[config.mk]
export PLATFORM = sky130hd
export DESIGN_NAME = tri_down_timer
export DESIGN_NICKNAME = d
export VERILOG_FILES = /design/src/rtl/tri_down_timer.sv
export SDC_FILE = /design/constraint.sdc
export NUM_CORES = 1
export LEC_CHECK = 0
export ABC_AREA = 1
export BUFFER_PORTS_ARGS = -buffer_cell sky130_fd_sc_hd__clkbuf_2
export CAP_MARGIN = 20
export CELL_PAD_IN_SITES_DETAIL_PLACEMENT = 0
export CELL_PAD_IN_SITES_GLOBAL_PLACEMENT = 1
export CORE_MARGIN = 2
export CORE_UTILIZATION = 50
export CTS_BUF_LIST = sky130_fd_sc_hd__clkbuf_4
export DETAILED_ROUTE_END_ITERATION = 7
export PLACE_DENSITY = 0.88
export SETUP_SLACK_MARGIN = 0.15
export SYNTH_ARGS = -nofsm -noshare
export SYNTH_HDL_FRONTEND = slang
export SYNTH_SLANG_ARGS = --single-unit
export TNS_END_PERCENT = 30
[constraint.sdc]
create_clock -name clk -period 4.5 [get_ports clk]
set_input_delay 1.125 -clock clk [delete_from_list [all_inputs] [get_ports clk]]
set_output_delay 1.125 -clock clk [all_outputs]
set_load 0.05 [all_outputs]
[src/rtl/tri_down_timer.sv]
module tri_down_timer #(
  parameter int CW = 32,
  parameter int PW = 12,
  parameter int AW = 8
) (
  input  logic          clk,
  input  logic          rst_n,
  input  logic          rtc_tick_i,
  input  logic          ext_tick_i,
  input  logic          bus_wr,
  input  logic [AW-1:0] bus_addr,
  input  logic [CW-1:0] bus_wdata,
  output logic [CW-1:0] bus_rdata,
  output logic [2:0]    irq_o
);
  localparam int NCH = 3;
  localparam int STRIDE = 12;

  logic [PW-1:0]            pre_q;
  logic [NCH-1:0]           run_q, flag_q, en_q;
  logic [NCH-1:0][2:0]      sel_q;
  logic [NCH-1:0][CW-1:0]   cnt_q, cst_q;
  logic [2:0]               rtc_s, ext_s;
  logic [7:0]               div_tick;
  logic [NCH-1:0]           tick_ch, step, under, cnt_wr, cst_wr, ctl_wr;

  wire rtc_tick = rtc_s[1] & ~rtc_s[2];
  wire ext_tick = ext_s[1] & ~ext_s[2];
  wire run_wr   = bus_wr && bus_addr == '0;

  assign div_tick[7:6] = 2'b00;
  for (genvar k = 0; k < 6; k++) begin : g_div
    assign div_tick[k] = &pre_q[2*k+1:0];
  end

  for (genvar g = 0; g < NCH; g++) begin : g_ch
    assign cst_wr[g]  = bus_wr && bus_addr == AW'(4 + STRIDE*g);
    assign cnt_wr[g]  = bus_wr && bus_addr == AW'(8 + STRIDE*g);
    assign ctl_wr[g]  = bus_wr && bus_addr == AW'(12 + STRIDE*g);
    assign tick_ch[g] = (sel_q[g] == 3'd6) ? rtc_tick :
                        (sel_q[g] == 3'd7) ? ext_tick : div_tick[sel_q[g]];
    assign step[g]    = run_q[g] & tick_ch[g];
    assign under[g]   = step[g] && cnt_q[g] == '0;
    assign irq_o[g]   = flag_q[g] & en_q[g];
  end

  always_ff @(posedge clk or negedge rst_n) begin
    if (!rst_n) begin
      pre_q  <= '0;
      rtc_s  <= '0;
      ext_s  <= '0;
      run_q  <= '0;
      flag_q <= '0;
      en_q   <= '0;
      sel_q  <= '0;
      cnt_q  <= '1;
      cst_q  <= '1;
    end else begin
      pre_q <= pre_q + 1'b1;
      rtc_s <= {rtc_s[1:0], rtc_tick_i};
      ext_s <= {ext_s[1:0], ext_tick_i};
      if (run_wr) run_q <= bus_wdata[NCH-1:0];
      for (int i = 0; i < NCH; i++) begin
        if (cnt_wr[i])      cnt_q[i] <= bus_wdata;
        else if (under[i])  cnt_q[i] <= cst_q[i];
        else if (step[i])   cnt_q[i] <= cnt_q[i] - 1'b1;
        if (cst_wr[i]) cst_q[i] <= bus_wdata;
        if (ctl_wr[i]) begin
          sel_q[i] <= bus_wdata[2:0];
          en_q[i]  <= bus_wdata[5];
        end
        flag_q[i] <= under[i] | (ctl_wr[i] ? (flag_q[i] & bus_wdata[8]) : flag_q[i]);
      end
    end
  end

  always_comb begin
    bus_rdata = '0;
    if (bus_addr == '0) bus_rdata = {{(CW-NCH){1'b0}}, run_q};
    for (int i = 0; i < NCH; i++) begin
      if (bus_addr == AW'(4 + STRIDE*i)) bus_rdata = cst_q[i];
      if (bus_addr == AW'(8 + STRIDE*i)) bus_rdata = cnt_q[i];
      if (bus_addr == AW'(12 + STRIDE*i))
        bus_rdata = {{(CW-10){1'b0}}, sel_q[i] == 3'd5, flag_q[i], 2'b00, en_q[i], 2'b00, sel_q[i]};
    end
  end
endmodule


==> results by group, run 1 <==
Outcome
  • Outcome: finished clean

Global route
  • Pin count of the biggest net entering global routing: 87
  • GRT Overall Usage: a little over a third
  • Antenna violations before repair: 2
  • Remaining global-route overflow: 0
  • First-pass GRT wire length: approximately 89000 um
  • Vias in the first global route: approximately 15k

Routing
  • DR WL/cell: about 20 um
  • DR pass1 iterations: 6
  • Mean number of vias per cell: approximately 5.5
  • Post-DRT Antenna Nets: 0
  • Initial drt markers: around 1.6k
  • Vias post-DR: roughly 16k
  • WL final: slightly below 60000 um
  • # DRC: 0

Pwr
  • Leakage: 8.50 nW
  • VDD IR max: around 0.28 mV
  • PwrDens: 521 mW/mm2

Yosys
  • Synth warn: 0
  • Mux contribution to synthesized area: 0%
  • Top cells by area, synth: dfstp_2 32%, nand2_1 20%, inv_1 8.0%, nand3_1 6.7%, nor2_1 6.0%
  • Ys async rst share: 100%
  • Ys flop type: dfstp_2
  • Adder-cell share of the synthesized area: less than 1%
  • Post-synth EDFFs: 0
  • Post-Syn Area: 0.0157 mm2
  • Number of synthesized register bits: ~230
  • Post-synthesis sequential area ratio: approximately 38%
  • Compound-Gate Fraction of Synth Area: 9.11%
  • Main combinational cell family by area after synthesis: simple AND/OR/NAND/NOR gates
  • Synth Area in Simple Gates: 36.9%
  • Synth area leader: dfstp_2
  • Synth Area in XOR/XNOR: under 10%
  • Post-synth top area share: around a third
  • Netlist cell types: 35
  • Post-synthesis cell count: approximately 2.4k
  • Synth Area per Inst: between 6 and 7 um2
  • Syn nets: 2468

Place
  • Placed cell areas: between 0.015 and 0.02 mm2
  • Port bufs: 79
  • Final Wtd Congestion: 1.01
  • DP Wirelength: about 44000 um

STA
  • Setup repair after global routing missed its margin: no
  • Setup tns final: 0 ns
  • Final count of hold timing violations: 0
  • Slew @ Worst Pin: around 1.0 ns
  • Slew headroom: roughly 30%
  • Final Setup Violations: 0
  • Tcrit/Tclk final: about 91%
  • Clk_skew: between 0.05 and 0.06 ns
  • FMAX: roughly 0.24 GHz
  • Min cycle time layout: between 4 and 5 ns
  • Max-slew violations: 0

Clock network
  • CTS tree: yes
  • H-tree Lvls: 3
  • Root Buffer: clkbuf_4
  • Clock slew at reported path FFs: around 0.070 ns
  • Worst skew pair latency: between 0.7 and 0.8 ns
  • Hold_buf cts: 0
  • CTS Buf Count: 70
  • Clk sinks: approximately 230
  • Post_cts resized: 0
  • Post-CTS Setup Inserts: 0
  • CTS Buffer Depth: 3

Critical path
  • Crit end category: output port
  • Crit Path Max Fanout: 26
  • R2R depth: 12
  • Worst Path Arrival: roughly 3.0 ns
  • CP top delay family: buffers and inverters
  • Data required time at the worst endpoint: between 3 and 4 ns
  • Worst Path Buf+Inv: 5
  • CP max-delay cell: a21oi_1
  • Most common cell on crit path: nand2_1
  • Crit path kind: input port to output port
  • Number of stages on the worst setup path: 12
  • CP cell instances: clkbuf_2 > inv_1 > nand2_1 > nor2_1 > nand2_1 > inv_1 > buf_12 > nand2_1 > nand2_1 > o22ai_1 > a21oi_1 > buf_12
  • Worst Setup Start Kind: input port
  • Crit path largest cell delay: 0.37 ns

Cells and area
  • Fin area: around 0.018 mm2
  • Final Util: 57.7%
  • Nets: between 2k and 3k
  • P&R area growth vs syn: 12.9%
  • Ratio of cells with drive above 1 in the final layout: between 15 and 20%
  • Fill cells: ~3.1k

Die
  • DIE WIDTH: around 180 um
  • Die area: between 0.03 and 0.04 mm2
  • Core Rows: 64
  • Io pins: 80
  • Initial Utilization: 51.1%
  • Die H: roughly 180 um
  • Area of the core: about 0.031 mm2

Job
  • Max Cap Viol: 0

Hold path
  • Hold Crit Class: input port to asynchronous set/reset pin
==> cells by family (layout without fill, tap and decap cells) <==
logic type	count (synthesis)	after routing
xor+xnor	78	78
other cells	0	1
fa+ha+maj	7	7
flops	228	228
compound gates	259	259
buf+inv	449	590
simple gates	1395	1395
==> sequential cells by signal (all words and copies together), names as in the netlist <==
name	count
cnt_q	96
cst_q	96
en_q	3
ext_s	3
flag_q	3
pre_q	12
rtc_s	3
run_q	3
sel_q	9
==> cell type report <==
| type | count | area [um2] | share of cell area (%) |
|---|---|---|---|
| Sequential cell | 228 | 5950 | 33.5 |
| Clock buffer | 101 | 758 | 4.27 |
| Multi-Input combinational cell | 1739 | 8020 | 45.2 |
| Antenna cell | 1 | 2.50 | 0.0141 |
| Clock inverter | 26 | 145 | 0.818 |
| Inverter | 362 | 1360 | 7.66 |
| Timing Repair Buffer | 101 | 1030 | 5.78 |
| Tap cell | 396 | 495 | 2.79 |
==> Yosys cell counts (all sizes together), types with 12 or more instances <==
cell type / instances
dfstp: 192
o2111ai: 24
inv: 343
nor2: 263
a21oi: 40
dfrtp: 36
xor2: 58
nand4: 34
nand2: 838
nand3: 216
o22ai: 28
clkinv: 19
nor3: 26
o21ai: 164
clkbuf: 38
nand3b: 12
buf: 49
xnor2: 20
==> metal layers <==
metal | vias to the layer above | wire length, um | GRT usage [%]
met3 | 99 | 5730 | 6.47
met5 | - | 0 | 0
met4 | 0 | 1360 | 9.89
li1 | 7768 | - | -
met1 | 7556 | 26800 | 54.5
met2 | 761 | 24000 | 50.8
==> placed cells by master (no fill, tap or decap), drive strengths merged <==
cell | netlist | final
nor2 | 263 | 263
xnor2 | 20 | 20
o21bai | 1 | 1
o211ai | 1 | 1
nor3 | 26 | 26
inv | 343 | 346
clkinv | 19 | 39
clkinvlp | 0 | 2
o21ai | 164 | 164
and2 | 2 | 2
clkbuf | 38 | 152
ha | 7 | 7
diode | 0 | 1
nand4 | 34 | 34
nand3 | 216 | 216
o2111ai | 24 | 24
dfrtp | 36 | 36
xor2 | 58 | 58
a21oi | 40 | 40
nand3b | 12 | 12
and3 | 1 | 1
o21a | 1 | 1
o22ai | 28 | 28
nand2 | 838 | 838
bufinv | 0 | 1
buf | 49 | 50
or2 | 3 | 3
dfstp | 192 | 192
==> worst reg2reg max path: stages, from the launching register on <==
cell	delay [ns]
dfrtp_1	0.39
ha_1	0.38
nand3_2	0.15
nor2_2	0.25
nand2_1	0.09
nand3_1	0.08
nand2_1	0.12
inv_2	0.36
nand3_1	0.57
buf_4	0.41
nand2_1	0.08
nand3_1	0.06
nand2_1	0.09
==> path summary, 6_finish.rpt <==
path                        startpoint             to  slack, ns
min in group clk              rtc_s[0]       rtc_s[1]       0.35
setup / recovery           bus_addr[5]  bus_rdata[26]       0.39
setup reg to reg              pre_q[0]      cnt_q[86]       1.35
hold reg to reg               rtc_s[0]       rtc_s[1]       0.35
hold / removal                   rst_n       pre_q[9]       0.30
max in group asynchronous        rst_n      cnt_q[91]       3.21
==> metrics by stage <==
step	setup WS, ns	hold slack, ns	power (mW)	cells
final	0.392	0.300	9.25	2954
after floorplan	0.581	0.331	5.91	2416
after global placement	0.455	0.334	7.03	2825
after detailed placement	0.409	0.346	7.05	2825
after CTS	0.406	0.283	9.21	2952
after global routing	0.229	0.297	9.96	2954
==> power by group <==
part           leakage, nW  internal [mW]  total, mW  switching [mW]
logic                 5.54           1.32       4.04            2.72
registers             2.43           2.61       3.09           0.474
clock network        0.533           1.10       2.13            1.03
No activity file was read; power rests on OpenSTA's default activity.
==> inputs of run 2 (changes only) <==
--- a/config.mk
+++ b/config.mk
@@ -5,16 +5,15 @@
 export SDC_FILE = /design/constraint.sdc
 export NUM_CORES = 1
 export LEC_CHECK = 0
-export ABC_AREA = 1
 export BUFFER_PORTS_ARGS = -buffer_cell sky130_fd_sc_hd__clkbuf_2
 export CAP_MARGIN = 20
 export CELL_PAD_IN_SITES_DETAIL_PLACEMENT = 0
 export CELL_PAD_IN_SITES_GLOBAL_PLACEMENT = 1
 export CORE_MARGIN = 2
-export CORE_UTILIZATION = 50
+export CORE_UTILIZATION = 51
 export CTS_BUF_LIST = sky130_fd_sc_hd__clkbuf_4
 export DETAILED_ROUTE_END_ITERATION = 7
-export PLACE_DENSITY = 0.88
+export PLACE_DENSITY = 0.84
 export SETUP_SLACK_MARGIN = 0.15
 export SYNTH_ARGS = -nofsm -noshare
 export SYNTH_HDL_FRONTEND = slang
==> constraint.sdc (replaced) <==
create_clock -name clk -period 5.1 [get_ports clk]
set_input_delay 1.275 -clock clk [delete_from_list [all_inputs] [get_ports clk]]
set_output_delay 1.275 -clock clk [all_outputs]
set_load 0.05 [all_outputs]
==> run 2 against run 1 <==
Net effect:
- cell count decreased by 30%
- global-route usage decreased by 4.2 points
- wire length decreased by 18%
- area after synthesis decreased by 7.3%
- hold slack improved by 0.053 ns
- sequential power decreased by 22%
- worst setup slack got worse by 0.049 ns
- final area decreased by 6.9%
- clock-buffer cell count decreased by 2
- non-clock buffer count increased by 13
- total power decreased by 45%
- combinational power decreased by 79%
- critical path type unchanged
==> results by group, run 2 <==
Global route
  • Antenna violations before repair: 1 (-1)
  • Pin count of the biggest net entering global routing: 130 (+49%)
  • Remaining global-route overflow: 0 (unchanged)
  • First-pass GRT wire length: 74300 um (-17%)
  • GRT Overall Usage: 31.4% (-4.2 points)
  • Vias in the first global route: 12.7k (-16%)

Critical path
  • R2R depth: 8 (-4)
  • Reg-to-Reg Start: pre_q[0]
  • R2r endpoint: cnt_q[61]
  • Crit Path Max Fanout: 27 (+3.8%)
  • Crit end category: output port
  • Data required time at the worst endpoint: 3.83 ns (+0.45 ns)
  • Crit path kind: input port to output port
  • Worst Path Arrival: 3.48 ns (+0.50 ns)
  • Worst Setup Start Kind: input port
  • R2R setup slack: 1.89 ns (+0.54 ns)

Clock network
  • CTS tree: yes
  • CTS Buffer Depth: 3 (unchanged)
  • Root Buffer: clkbuf_4
  • Clk sinks: 228 (unchanged)
  • Post_cts resized: 0 (unchanged)
  • Worst skew pair latency: 0.67 ns (-0.10 ns)
  • Post-CTS Setup Inserts: 0 (unchanged)
  • Clock slew at reported path FFs: 0.07 ns (about the same)
  • CTS Buf Count: 66 (-5.7%)
  • H-tree Lvls: 3 (unchanged)
  • Hold_buf cts: 0 (unchanged)

Pwr
  • Sw frac: 32.0% (-14 points)
  • Int Power: 3.46 mW (-31%)
  • Comb pwr share: 16.9% (-27 points)
  • PwrDens: 307 mW/mm2 (-41%)
  • Sequential power share: 47.5% (+14 points)
  • P_sw: 1.62 mW (-62%)
  • VDD IR max: 0.140 mV (-49%)
  • Leakage: 6.83 nW (-20%)
  • Clk pwr share: 35.7% (+13 points)

Yosys
  • Synth area leader: dfstp_2
  • Synth cell count leaders: 192 x dfstp_2, 160 x nand2_1, 141 x a21oi_1
  • Synth warn: 0 (unchanged)
  • Top cells by area, synth: dfstp_2 35%, mux2_2 7.2%, dfrtp_1 6.2%, a21oi_1 4.8%, nand2_1 4.1%
  • Top-count cell post-synth: dfstp_2
  • Synth Area per Inst: 9.22 um2 (+42%)
  • Number of synthesized register bits: 228 (unchanged)
  • Post-synthesis sequential area ratio: 40.8% (+3.0 points)
  • Ys async rst share: 100% (unchanged)
  • Netlist cell types: 75 (+110%)
  • Post-Syn Area: 0.0146 mm2 (-7.3%)
  • Post-synthesis cell count: 1579 (-35%)
  • Syn nets: 1631 (-34%)
  • Ys flop type: dfstp_2
  • Post-synth EDFFs: 0 (unchanged)
  • Post-synth top area share: 34.6% (+2.5 points)

STA
  • FMAX: approximately 0.21 GHz
  • Setup tns final: 0 ns (unchanged)
  • Final count of hold timing violations: 0 (unchanged)
  • Tcrit/Tclk final: between 90% and 100%
  • Clk_skew: 0.0610 ns (+0.00466 ns)
  • Final Setup Violations: 0 (unchanged)
  • Min cycle time layout: approximately 4.8 ns
  • Max-slew violations: 0 (unchanged)
  • Slew @ Worst Pin: 0.998 ns (-0.0484 ns)
  • Slew headroom: 33.5% (+3.5 points)
  • Setup repair after global routing missed its margin: no

Cells and area
  • Most frequent cells in the layout: 192 x dfstp_2, 160 x nand2_1, 141 x a21oi_1
  • Nets: 1692 (-34%)
  • Final Util: 59.2% (+1.5 points)
  • Most common cell after layout, fill and taps aside: dfstp_2
  • Ratio of cells with drive above 1 in the final layout: 32.6% (+15 points)
  • P&R area growth vs syn: 13.5%
  • Regs by FF count: cnt_q: 96 flops, cst_q: 96 flops, pre_q: 12 flops

Die
  • Initial Utilization: 52.1% (+1.0 points)
  • Io pins: 80 (unchanged)
  • Area of the core: 0.0279 mm2 (-9.2%)
  • Die H: 173 um (-4.6%)
  • Die area: 0.0299 mm2 (-9.0%)
  • Core Rows: 61 (-4.7%)
  • DIE WIDTH: 173 um (-4.6%)

Routing
  • Mean number of vias per cell: 6.43 (+17%)
  • # DRC: 0 (unchanged)
  • Initial drt markers: 1387 (-15%)
  • DR WL/cell: 22.9 um (+17%)
  • DR pass1 iterations: 6 (unchanged)
  • Vias post-DR: 13.3k (-18%)
  • WL final: 47300 um (-18%)
  • Post-DRT Antenna Nets: 0 (unchanged)

Hold path
  • Hold path startpoint: ext_s[0]
  • Hold Path Cell Cnt: 0
  • Hold Crit Class: flip-flop to flip-flop
  • Hold Crit Endpoint: ext_s[1]

Place
  • DP Wirelength: 32700 um (-26%)
  • Port bufs: 79 (unchanged)
  • Final Wtd Congestion: 0.933 (-8.1%)

Outcome
  • Outcome: finished clean

Job
  • Max Cap Viol: 0 (unchanged)
[run 2: cell types whose count changed in the layout (fill, tap and decap cells not counted), sizes merged, moves of 24 or more]
cell    previous run  this run
o211ai             1        44
mux2               0       112
nand3            216        93
a21oi             40       141
and3               1        25
o21ai            164        94
mux2i              0        24
a221o              0        37
nor2             263       101
nor4               0        36
nand2            838       160
inv              346        16
clkinv            39        11
[run 2: cell type report]
type | count | area, um2
Sequential cell | 228 | 5950
Timing Repair Buffer | 114 | 1100
Multi-Input combinational cell | 1216 | 8100
Inverter | 14 | 52.6
Tap cell | 378 | 473
Antenna cell | 1 | 2.50
Fill cell | 2503 | 11400
Clock buffer | 99 | 743
Clock inverter | 16 | 118
[run 2: per-layer routing]
| layer | wire length, um | GRT usage [%] | vias up | part of all wire, % |
|---|---|---|---|---|
| li1 | - | - | 6038 | - |
| met1 | 21600 | 47.1 | 6535 | 46 |
| met2 | 20100 | 44.7 | 635 | 42 |
| met3 | 4550 | 7.26 | 77 | 9.6 |
| met4 | 1070 | 9.50 | 0 | 2.3 |
| met5 | 0 | 0 | - | 0 |
[run 2: critical path, cell delays in order]
cell and delay [ns]:
clkbuf_2 0.12, nor4_2 0.44, buf_4 0.25, nand2_1 0.07
nor2_2 0.08, buf_4 0.34, a21oi_1 0.17, a21oi_1 0.34
a221o_1 0.24, buf_12 0.15
[run 2: power groups by stage]
stage,Clock (mW),Combinational [mW],Sequential [mW]
6_report,1.81,0.857,2.41
5_1_grt,1.95,0.950,2.44
4_1_cts,1.85,0.851,2.40
3_5_place_dp,0,0.845,2.43
3_3_place_gp,0,0.828,2.42
2_1_floorplan,0,0.660,2.29
[run 2: how the worst max path moves through the flow]
| stage | from | endpoint | slack, ns | cells after the start |
|---|---|---|---|---|
| after global placement | bus_addr[5] | bus_rdata[8] | 0.46 | 10 |
| after CTS | bus_addr[5] | bus_rdata[21] | 0.45 | 10 |
| after floorplan | bus_addr[2] | bus_rdata[5] | 0.22 | 6 |
| after global routing | bus_addr[5] | bus_rdata[5] | 0.30 | 9 |
| after detailed placement | bus_addr[5] | bus_rdata[21] | 0.47 | 10 |
| final | bus_addr[5] | bus_rdata[6] | 0.34 | 10 |
[run 2: stage by stage]
step / hold WS, ns / power [mW] / instance area, um2 / setup WS (ns) / instances
6_report: 0.353 / 5.08 / 16500 / 0.343 / 2066
5_1_grt: 0.375 / 5.34 / 16500 / 0.295 / 2066
4_1_cts: 0.354 / 5.10 / 16500 / 0.452 / 2065
3_5_place_dp: 0.338 / 3.27 / 15700 / 0.475 / 1950
3_3_place_gp: 0.336 / 3.25 / 15700 / 0.465 / 1950
2_1_floorplan: 0.331 / 2.95 / 14600 / 0.223 / 1579
[run 2: cells by family after synthesis]
group,count (synthesis),share of synthesized area [%]
XOR/XNOR,80,4.81
flip-flops,228,40.8
adder cells (fa/ha/maj),7,0.601
AO/OA/AOI/OAI,438,19.4
buffers and inverters,135,3.77
AND/OR/NAND/NOR,555,20.3
multiplexers,136,10.3
